File: config.mk
export PLATFORM = sky130hd
export DESIGN_NAME = carry_alu
export DESIGN_NICKNAME = d
export VERILOG_FILES = /design/src/rtl/carry_alu_pkg.sv /design/src/rtl/alu_op_decode.sv /design/src/rtl/alu_addsub.sv /design/src/rtl/alu_logic.sv /design/src/rtl/carry_alu.sv
export SDC_FILE = /design/constraint.sdc
export NUM_CORES = 1
export LEC_CHECK = 0
export ABC_AREA = 0
export BUFFER_PORTS_ARGS = -buffer_cell sky130_fd_sc_hd__buf_2
export CORE_ASPECT_RATIO = 1.5
export CORE_UTILIZATION = 45
export DETAILED_ROUTE_END_ITERATION = 10
export PLACE_DENSITY_LB_ADDON = 0.08
export SETUP_SLACK_MARGIN = 0.1
export SLEW_MARGIN = 20
export SYNTH_ARGS = -nofsm -noshare
export SYNTH_HDL_FRONTEND = slang
export SYNTH_SLANG_ARGS = --single-unit
File: constraint.sdc
create_clock -name clk -period 7.4 [get_ports clk]
set_clock_uncertainty 0.1 [all_clocks]
set_input_delay 1.48 -clock clk [delete_from_list [all_inputs] [get_ports clk]]
set_output_delay 1.48 -clock clk [all_outputs]
set_load 0.005 [all_outputs]
File: src/rtl/carry_alu_pkg.sv
package carry_alu_pkg;

    typedef enum logic [3:0] {
        OP_MOV  = 4'd0,
        OP_ADD  = 4'd1,
        OP_ADC  = 4'd2,
        OP_SBB  = 4'd3,
        OP_SUB  = 4'd4,
        OP_RSV5 = 4'd5,
        OP_INC  = 4'd6,
        OP_DEC  = 4'd7,
        OP_CPL  = 4'd8,
        OP_AND  = 4'd9,
        OP_OR   = 4'd10,
        OP_XOR  = 4'd11,
        OP_SHR  = 4'd12,
        OP_SHL  = 4'd13,
        OP_RSVE = 4'd14,
        OP_RSVF = 4'd15
    } alu_op_e;

    // Control word produced by the decoder
    typedef struct packed {
        logic arith;     // result comes from the adder
        logic y_one;     // adder second input is the constant one
        logic sub;       // adder subtracts, flag is borrow
        logic chain;     // stored flag feeds the adder
        logic wr_carry;  // operation writes the flag
    } alu_ctl_t;

    typedef struct packed {
        logic carry;
    } alu_state_t;

endpackage

File: src/rtl/alu_op_decode.sv
module alu_op_decode
    import carry_alu_pkg::*;
(
    input  logic [3:0] op_code,
    output alu_ctl_t   ctl
);

    always_comb begin
        ctl = '0;
        case (alu_op_e'(op_code))
            OP_ADD: begin ctl.arith = 1'b1; ctl.wr_carry = 1'b1; end
            OP_ADC: begin ctl.arith = 1'b1; ctl.chain = 1'b1; ctl.wr_carry = 1'b1; end
            OP_SUB: begin ctl.arith = 1'b1; ctl.sub = 1'b1; ctl.wr_carry = 1'b1; end
            OP_SBB: begin
                ctl.arith = 1'b1; ctl.sub = 1'b1; ctl.chain = 1'b1; ctl.wr_carry = 1'b1;
            end
            OP_INC: begin ctl.arith = 1'b1; ctl.y_one = 1'b1; ctl.wr_carry = 1'b1; end
            OP_DEC: begin
                ctl.arith = 1'b1; ctl.y_one = 1'b1; ctl.sub = 1'b1; ctl.wr_carry = 1'b1;
            end
            OP_SHR, OP_SHL: ctl.wr_carry = 1'b1;
            default: ctl = '0;
        endcase
    end

endmodule

File: src/rtl/alu_addsub.sv
module alu_addsub #(
    parameter int W = 8
) (
    input  logic [W-1:0] a,
    input  logic [W-1:0] b,
    input  logic         y_one,
    input  logic         sub,
    input  logic         chain,
    input  logic         cin,
    output logic [W-1:0] sum,
    output logic         flag
);

    localparam int WX = W + 1;

    logic [W-1:0] y;
    logic [W-1:0] y_x;
    logic         c_eff;
    logic         c_raw;
    logic         c_out;

    always_comb begin
        y     = y_one ? W'(1) : b;
        y_x   = sub ? ~y : y;
        c_eff = chain ? cin : 1'b0;
        // In subtract mode a borrow-in maps to a missing +1
        c_raw = sub ? ~c_eff : c_eff;
        {c_out, sum} = {1'b0, a} + {1'b0, y_x} + WX'(c_raw);
        flag  = sub ? ~c_out : c_out;
    end

endmodule

File: src/rtl/alu_logic.sv
module alu_logic
    import carry_alu_pkg::*;
#(
    parameter int W = 8
) (
    input  logic [3:0]   op_code,
    input  logic [W-1:0] a,
    input  logic [W-1:0] b,
    output logic [W-1:0] res,
    output logic         shift_out
);

    always_comb begin
        shift_out = 1'b0;
        case (alu_op_e'(op_code))
            OP_MOV: res = b;
            OP_CPL: res = ~a;
            OP_AND: res = a & b;
            OP_OR:  res = a | b;
            OP_XOR: res = a ^ b;
            OP_SHR: begin
                res       = {1'b0, a[W-1:1]};
                shift_out = a[0];
            end
            OP_SHL: begin
                res       = {a[W-2:0], 1'b0};
                shift_out = a[W-1];
            end
            default: res = a;
        endcase
    end

endmodule

File: src/rtl/carry_alu.sv
module carry_alu
    import carry_alu_pkg::*;
#(
    parameter int W = 8
) (
    input  logic         clk,
    input  logic         rst_n,
    input  logic         op_en,
    input  logic [3:0]   op_code,
    input  logic [W-1:0] opnd_a,
    input  logic [W-1:0] opnd_b,
    output logic [W-1:0] result,
    output logic         carry_next,
    output logic         carry_q
);

    alu_ctl_t     ctl;
    alu_state_t   state_d, state_q;
    logic [W-1:0] arith_sum;
    logic         arith_flag;
    logic [W-1:0] logic_res;
    logic         shift_bit;

    alu_op_decode u_dec (
        .op_code (op_code),
        .ctl     (ctl)
    );

    alu_addsub #(.W(W)) u_add (
        .a     (opnd_a),
        .b     (opnd_b),
        .y_one (ctl.y_one),
        .sub   (ctl.sub),
        .chain (ctl.chain),
        .cin   (state_q.carry),
        .sum   (arith_sum),
        .flag  (arith_flag)
    );

    alu_logic #(.W(W)) u_log (
        .op_code   (op_code),
        .a         (opnd_a),
        .b         (opnd_b),
        .res       (logic_res),
        .shift_out (shift_bit)
    );

    always_comb begin
        state_d    = state_q;
        result     = ctl.arith ? arith_sum : logic_res;
        carry_next = state_q.carry;
        if (ctl.wr_carry) begin
            carry_next = ctl.arith ? arith_flag : shift_bit;
        end
        if (op_en) begin
            state_d.carry = carry_next;
        end
    end

    always_ff @(posedge clk or negedge rst_n) begin
        if (!rst_n) begin
            state_q <= '0;
        end else begin
            state_q <= state_d;
        end
    end

    assign carry_q = state_q.carry;

endmodule

==> flow_metrics.tcl, run 1 <==
set metrics [dict create \
    outcome "finished clean" \
    diodes 0 \
    min_from "carry_q" \
    drt_iter0_markers 89 \
    holdWs_ps 569.1 \
    via_count 2014 \
    drt-met1-wl_microns 2265 \
    synth_cell_types 52 \
    grt_pass1_wl_microns 8687 \
    fin_crit_sh_pct 82.40 \
    slew_headroom_pct 47.35 \
    hold_buffers 0 \
    ios 33 \
    synth_enable_flop_cells 0 \
    routed-wl-met2_microns 2814 \
    synthCells 270 \
    grt_pass1_vias 1832 \
    design.die.area_sq_um 4364 \
    insertion_delay_ps 0 \
    worst_setup_path_start_kind "input port" \
    coreArea_sq_um 3924 \
    synth_ff_type "dfrtp_1" \
    slew_viol_final 0 \
    finalSetupViolCount 0 \
    wl_per_cell_microns 16.58 \
    met3WireLength_microns 164 \
    top_layer "met4" \
    grt_max_degree 44 \
    overflow 0 \
    period_needed_ps 6098 \
    ant_nets 0 \
    vias_per_cell 6.140 \
    rsz0062_at_grt "false" \
    crit_arrival_ps 4520 \
    hpwl_microns 4020 \
    max_freq_mhz 164.0 \
    syn_area_per_cell_sq_um 6.831 \
    synth_nets 318 \
    tns_ps 0 \
    port_buffers 32 \
    r2r_setup_slack_ps 4630 \
    nets 333 \
    dieHeight_microns 80.41 \
    drcViolationCount 0 \
    area_growth_pct 5.020 \
    p_per_area_nw_per_um2 82.71 \
    layout-drive-gt1-share_pct 14.84 \
    rr_worst_depth 11 \
    worstHoldPathCells 2 \
    p_leak_nw 0.8577 \
    dr.pass1.iters 5 \
    final_common_cell "a21oi_1" \
    clkSlewWorstSetupHoldPaths_ps 0 \
    synth_top_area_cell "ha_1" \
    reg2reg_from "carry_q" \
    cts-resized-gates 0 \
    syn-cell-area_sq_um 1844 \
    path_max_fanout 43 \
    yosysWarnings 0 \
    routed_wl_microns 5439 \
    hold_class "reg2reg" \
    row_count 28 \
    worst-slew-pin-transition_ps 789.7 \
    largest_reg_flops 1 \
    synth_seq_cells 1 \
    layout_common_cells "a21oi_1, buf_2, nor2_1, inv_1, ha_1" \
    worstPathRequired_ps 5820 \
    hold_viol_final 0 \
    synth.top_cell.area_share_pct 15.60 \
    end_kind "primary output" \
    path_class "in2out" \
    min_to "carry_q" \
    track_usage_pct 25.97 \
    start_util_pct 47.00 \
    post-cts-setup-buffers 0 \
    die_w_microns 54.27 \
    gp_congestion 0.8284 \
    seq_area_frac_synth_pct 1.357 \
    max-cap-violations 0 \
    ir_worst_vdd_uv 64.59 \
    antenna_found_initial 0 \
    timing.rr.end "carry_q" \
    async_flop_share_pct 100.0 \
    netlist_top_cells_area "ha_1, a21oi_1, nor2_1, inv_1, o22ai_1" \
]
[worst max path at each step]
stage	from	endpoint	slack (ps)	cells past startpoint
2_1_floorplan	op_code[2]	carry_next	1990	14
3_3_place_gp	op_code[2]	result[7]	1350	13
3_5_place_dp	op_code[2]	carry_next	1310	14
4_1_cts	op_code[2]	carry_next	1320	14
5_1_grt	op_code[2]	result[6]	1040	14
6_report	op_code[2]	carry_next	1300	14
[layout make-up]
cell class | count | area (sq um)
fillers | 458 | 1987
repair buffers | 32 | 160.2
multi-input cells | 225 | 1602
inverters | 25 | 93.84
flip-flops and latches | 1 | 25.02
well taps | 45 | 56.30
[through the flow]
step	util (%)	instance area (sq um)	power, mW	instances	setup slack [ps]
floorplan	-	1844	0.1178	270	1991
global placement	49.36	1937	0.1592	328	1348
detailed placement	49.36	1937	0.1598	328	1315
CTS	49.36	1937	0.1604	328	1317
global route	49.36	1937	0.1809	328	1036
finish	49.36	1937	0.1602	328	1302
[cells by family (layout without fill, tap and decap cells)]
kind of cell / Yosys count / after routing / share of synthesized area, %
AND/OR/NAND/NOR: 72 / 72 / 19.06
flip-flops: 1 / 1 / 1.357
adder cells (fa/ha/maj): 25 / 25 / 17.78
XOR/XNOR: 9 / 9 / 4.682
multiplexers: 4 / 4 / 2.171
AO/OA/AOI/OAI: 115 / 115 / 43.15
buffers and inverters: 44 / 57 / 11.80
[worst max-delay path, stage by stage]
cell      delay [ps]
buf_2            570
nor2_1           140
nor2_1           120
nand2_1           60
o21ai_0          100
a21oi_1          110
fa_1             470
fa_1             440
a211oi_1         330
o21ai_0          140
nand2_1           90
xor2_1           240
o21ai_1           80
buf_2            140
[routing by layer]
metal  global-route usage, %  vias up
met5                       0        -
met4                   8.205        0
met3                  0.3788       14
met2                   46.22       51
met1                   32.18      922
li1                        -     1027
[power breakdown]
| group | internal [mW] | switching (mW) | total, mW | leakage (nW) |
|---|---|---|---|---|
| Combinational | 0.0632 | 0.0885 | 0.152 | 0.846 |
| Sequential | 0.00696 | 0.00155 | 0.00851 | 0.0115 |
| Clock | 0 | 0 | 0 | 0 |
[Yosys cell counts, types with 3 or more instances]
cell type / number
nand2_1: 13
xor2_1: 5
xnor2_1: 3
nor2b_1: 10
o22a_1: 3
buf_6: 4
o211ai_1: 3
buf_2: 12
nor2_1: 27
o22ai_1: 14
a221oi_1: 3
a222oi_1: 3
inv_1: 25
a21oi_1: 34
o2bb2ai_1: 7
a2bb2oi_1: 3
nand2b_1: 5
nand3_1: 5
o21ai_0: 15
o21bai_1: 5
ha_1: 23
mux2i_1: 4
a31oi_1: 3
o21ai_1: 4
No activity file was read; power rests on OpenSTA's default activity.
==> inputs of run 2 (changes only) <==
--- a/config.mk
+++ b/config.mk
@@ -5,7 +5,7 @@
 export SDC_FILE = /design/constraint.sdc
 export NUM_CORES = 1
 export LEC_CHECK = 0
-export ABC_AREA = 0
+export ABC_AREA = 1
 export BUFFER_PORTS_ARGS = -buffer_cell sky130_fd_sc_hd__buf_2
 export CORE_ASPECT_RATIO = 1.5
 export CORE_UTILIZATION = 45
==> constraint.sdc (replaced) <==
create_clock -name clk -period 6.04 [get_ports clk]
set_clock_uncertainty 0.1 [all_clocks]
set_input_delay 1.208 -clock clk [delete_from_list [all_inputs] [get_ports clk]]
set_output_delay 1.208 -clock clk [all_outputs]
set_load 0.005 [all_outputs]
==> run 2 against run 1 <==
Cell area decreased by 16%. Power increased by 0.12%. First-iteration DRC count decreased by 53%. Flip-flop and latch count unchanged. Setup slack got worse by 240 ps. Die area decreased by 21%. Sequential power increased by 19%. Sequential share of layout area increased by 0.25 points. Largest cell class unchanged. Largest power group unchanged. Highest routed layer unchanged.
==> flow_metrics.tcl, run 2 <==
set metrics [dict create \
    gp_congestion 0.8631 \
    hold_class "reg2reg" \
    min_to "carry_q" \
    place_area_sq_um 1624 \
    hold_buffers 0 \
    place_ws_ps 1065 \
    antenna_found_initial 0 \
    synth_seq_cells 1 \
    final_area_sq_um 1624 \
    cts-resized-gates 0 \
    largest_reg_flops 1 \
    finalSetupViolCount 0 \
    crit_arrival_ps 3670 \
    final_common_cell "nand2_1" \
    max-cap-violations 0 \
    dp_cells 309 \
    dieHeight_microns 71.41 \
    synth.top_cell.area_share_pct 19.91 \
    start_util_pct 48.61 \
    grt_pass1_wl_microns 6479 \
    synth_enable_flop_cells 0 \
    outcome "finished clean" \
    grt_pass1_vias 1478 \
    vias_per_cell 5.430 \
    r2r_setup_slack_ps 3610 \
    drcViolationCount 0 \
    routed_wl_microns 4034 \
    design.die.area_sq_um 3447 \
    p_per_area_nw_per_um2 98.76 \
    holdWs_ps 447.9 \
    yosysWarnings 0 \
    worstHoldPathCells 2 \
    synth_common_cells "nand2_1, inv_1, ha_1" \
    layout_common_cells "nand2_1, inv_1, buf_2, ha_1, o22ai_1" \
    synthCells 241 \
    worstPathRequired_ps 4730 \
    seq_area_frac_synth_pct 1.732 \
    row_count 24 \
    yosysMostFrequentCell "nand2_1" \
    p_leak_nw 0.9040 \
    synth_ff_type "dfrtp_1" \
    instances_no_fill 309 \
    post-cts-setup-buffers 0 \
    timing.rr.end "carry_q" \
    final_core_util_pct 54.63 \
    worst_setup_path_start_kind "input port" \
    slew_viol_final 0 \
    insertion_delay_ps 0 \
    reg2reg_from "carry_q" \
    end_kind "primary output" \
    tns_ps 0 \
    fin_crit_sh_pct 82.41 \
    wl_per_cell_microns 13.06 \
    dr.pass1.iters 4 \
    async_flop_share_pct 100.0 \
    synth_nets 289 \
    synth_cell_types 31 \
    period_needed_ps 4977 \
    slew_headroom_pct 52.13 \
    syn-cell-area_sq_um 1445 \
    hpwl_microns 3151 \
    via_count 1678 \
    ant_nets 0 \
    coreArea_sq_um 2973 \
    ir_worst_vdd_uv 42.79 \
    grt_max_degree 19 \
    report.power.total_uw 160.4 \
    worst-slew-pin-transition_ps 718.0 \
    port_buffers 32 \
    clkSlewWorstSetupHoldPaths_ps 0 \
    diodes 0 \
    fillers 347 \
    path_max_fanout 10 \
    max_freq_mhz 200.9 \
    overflow 0 \
    track_usage_pct 24.92 \
    synth_top_area_cell "ha_1" \
    path_class "in2out" \
    netlist_top_cells_area "ha_1, nand2_1, inv_1, o22ai_1, a21oi_1" \
    rr_worst_depth 13 \
    ios 33 \
    hold_viol_final 0 \
    die_w_microns 48.27 \
    area_growth_pct 12.38 \
    layout-drive-gt1-share_pct 18.89 \
    syn_area_per_cell_sq_um 5.996 \
    drt_iter0_markers 42 \
    rsz0062_at_grt "false" \
    nets 320 \
    min_from "carry_q" \
    setup_ws_ps 1063 \
]
run 2: changes by cell type after synthesis, sizes merged, moves of 4 or more:
cell	delta
nand3	+9
nor3	+5
nor2	-11
inv	+12
a221oi	-5
o2bb2ai	-7
o22ai	+4
o21ai	-8
nand2b	-5
nand2	+54
mux2i	-4
nor2b	-10
a21oi	-19
buf	-15
run 2: worst max path at each step:
stage	start	end	slack, ps
after CTS	op_code[1]	result[6]	1060
after global placement	op_code[1]	result[6]	1120
after floorplan	op_code[1]	result[6]	1450
after global routing	op_code[1]	result[6]	860
final	op_code[1]	result[6]	1060
after detailed placement	op_code[1]	result[6]	1060
run 2: layout make-up:
type | count | area [sq um] | share of cell area [%]
multi-input combinational | 199 | 1247 | 76.81
inverter | 38 | 142.6 | 8.783
timing repair buffer | 32 | 160.2 | 9.861
tap | 39 | 48.80 | 3.005
sequential | 1 | 25.02 | 1.541
run 2: worst max-delay path: stages:
cell	delay, ps
buf_2	240
nand2_1	160
nand2_2	120
nand2_4	120
xnor2_1	170
fa_1	440
fa_1	420
nand3_1	120
nand3_1	130
a31oi_1	230
nand2_1	80
nand2_1	60
o21ai_1	50
buf_2	120
run 2: cells by family after synthesis:
logic type	after synthesis	synth area share [%]
buffers and inverters	41	11.95
XOR/XNOR	8	4.849
AND/OR/NAND/NOR	115	37.32
AO/OA/AOI/OAI	51	21.47
flip-flops	1	1.731
adder cells (fa/ha/maj)	25	22.68
run 2: layer usage:
| metal | wire length, microns | vias to the layer above | share of wire, % | track usage [%] |
|---|---|---|---|---|
| met5 | 0 | - | 0 | 0 |
| met4 | 29 | 0 | 0.72 | 2.160 |
| met3 | 144 | 4 | 3.6 | 0.5038 |
| met2 | 2034 | 45 | 50 | 43.85 |
| met1 | 1826 | 761 | 45 | 33.59 |
| li1 | - | 868 | - | - |
run 2: where the power goes:
part	internal (mW)	switching (mW)	total [mW]
sequential	0.00825	0.00181	0.0101
clock	0	0	0
combinational	0.0594	0.0909	0.150
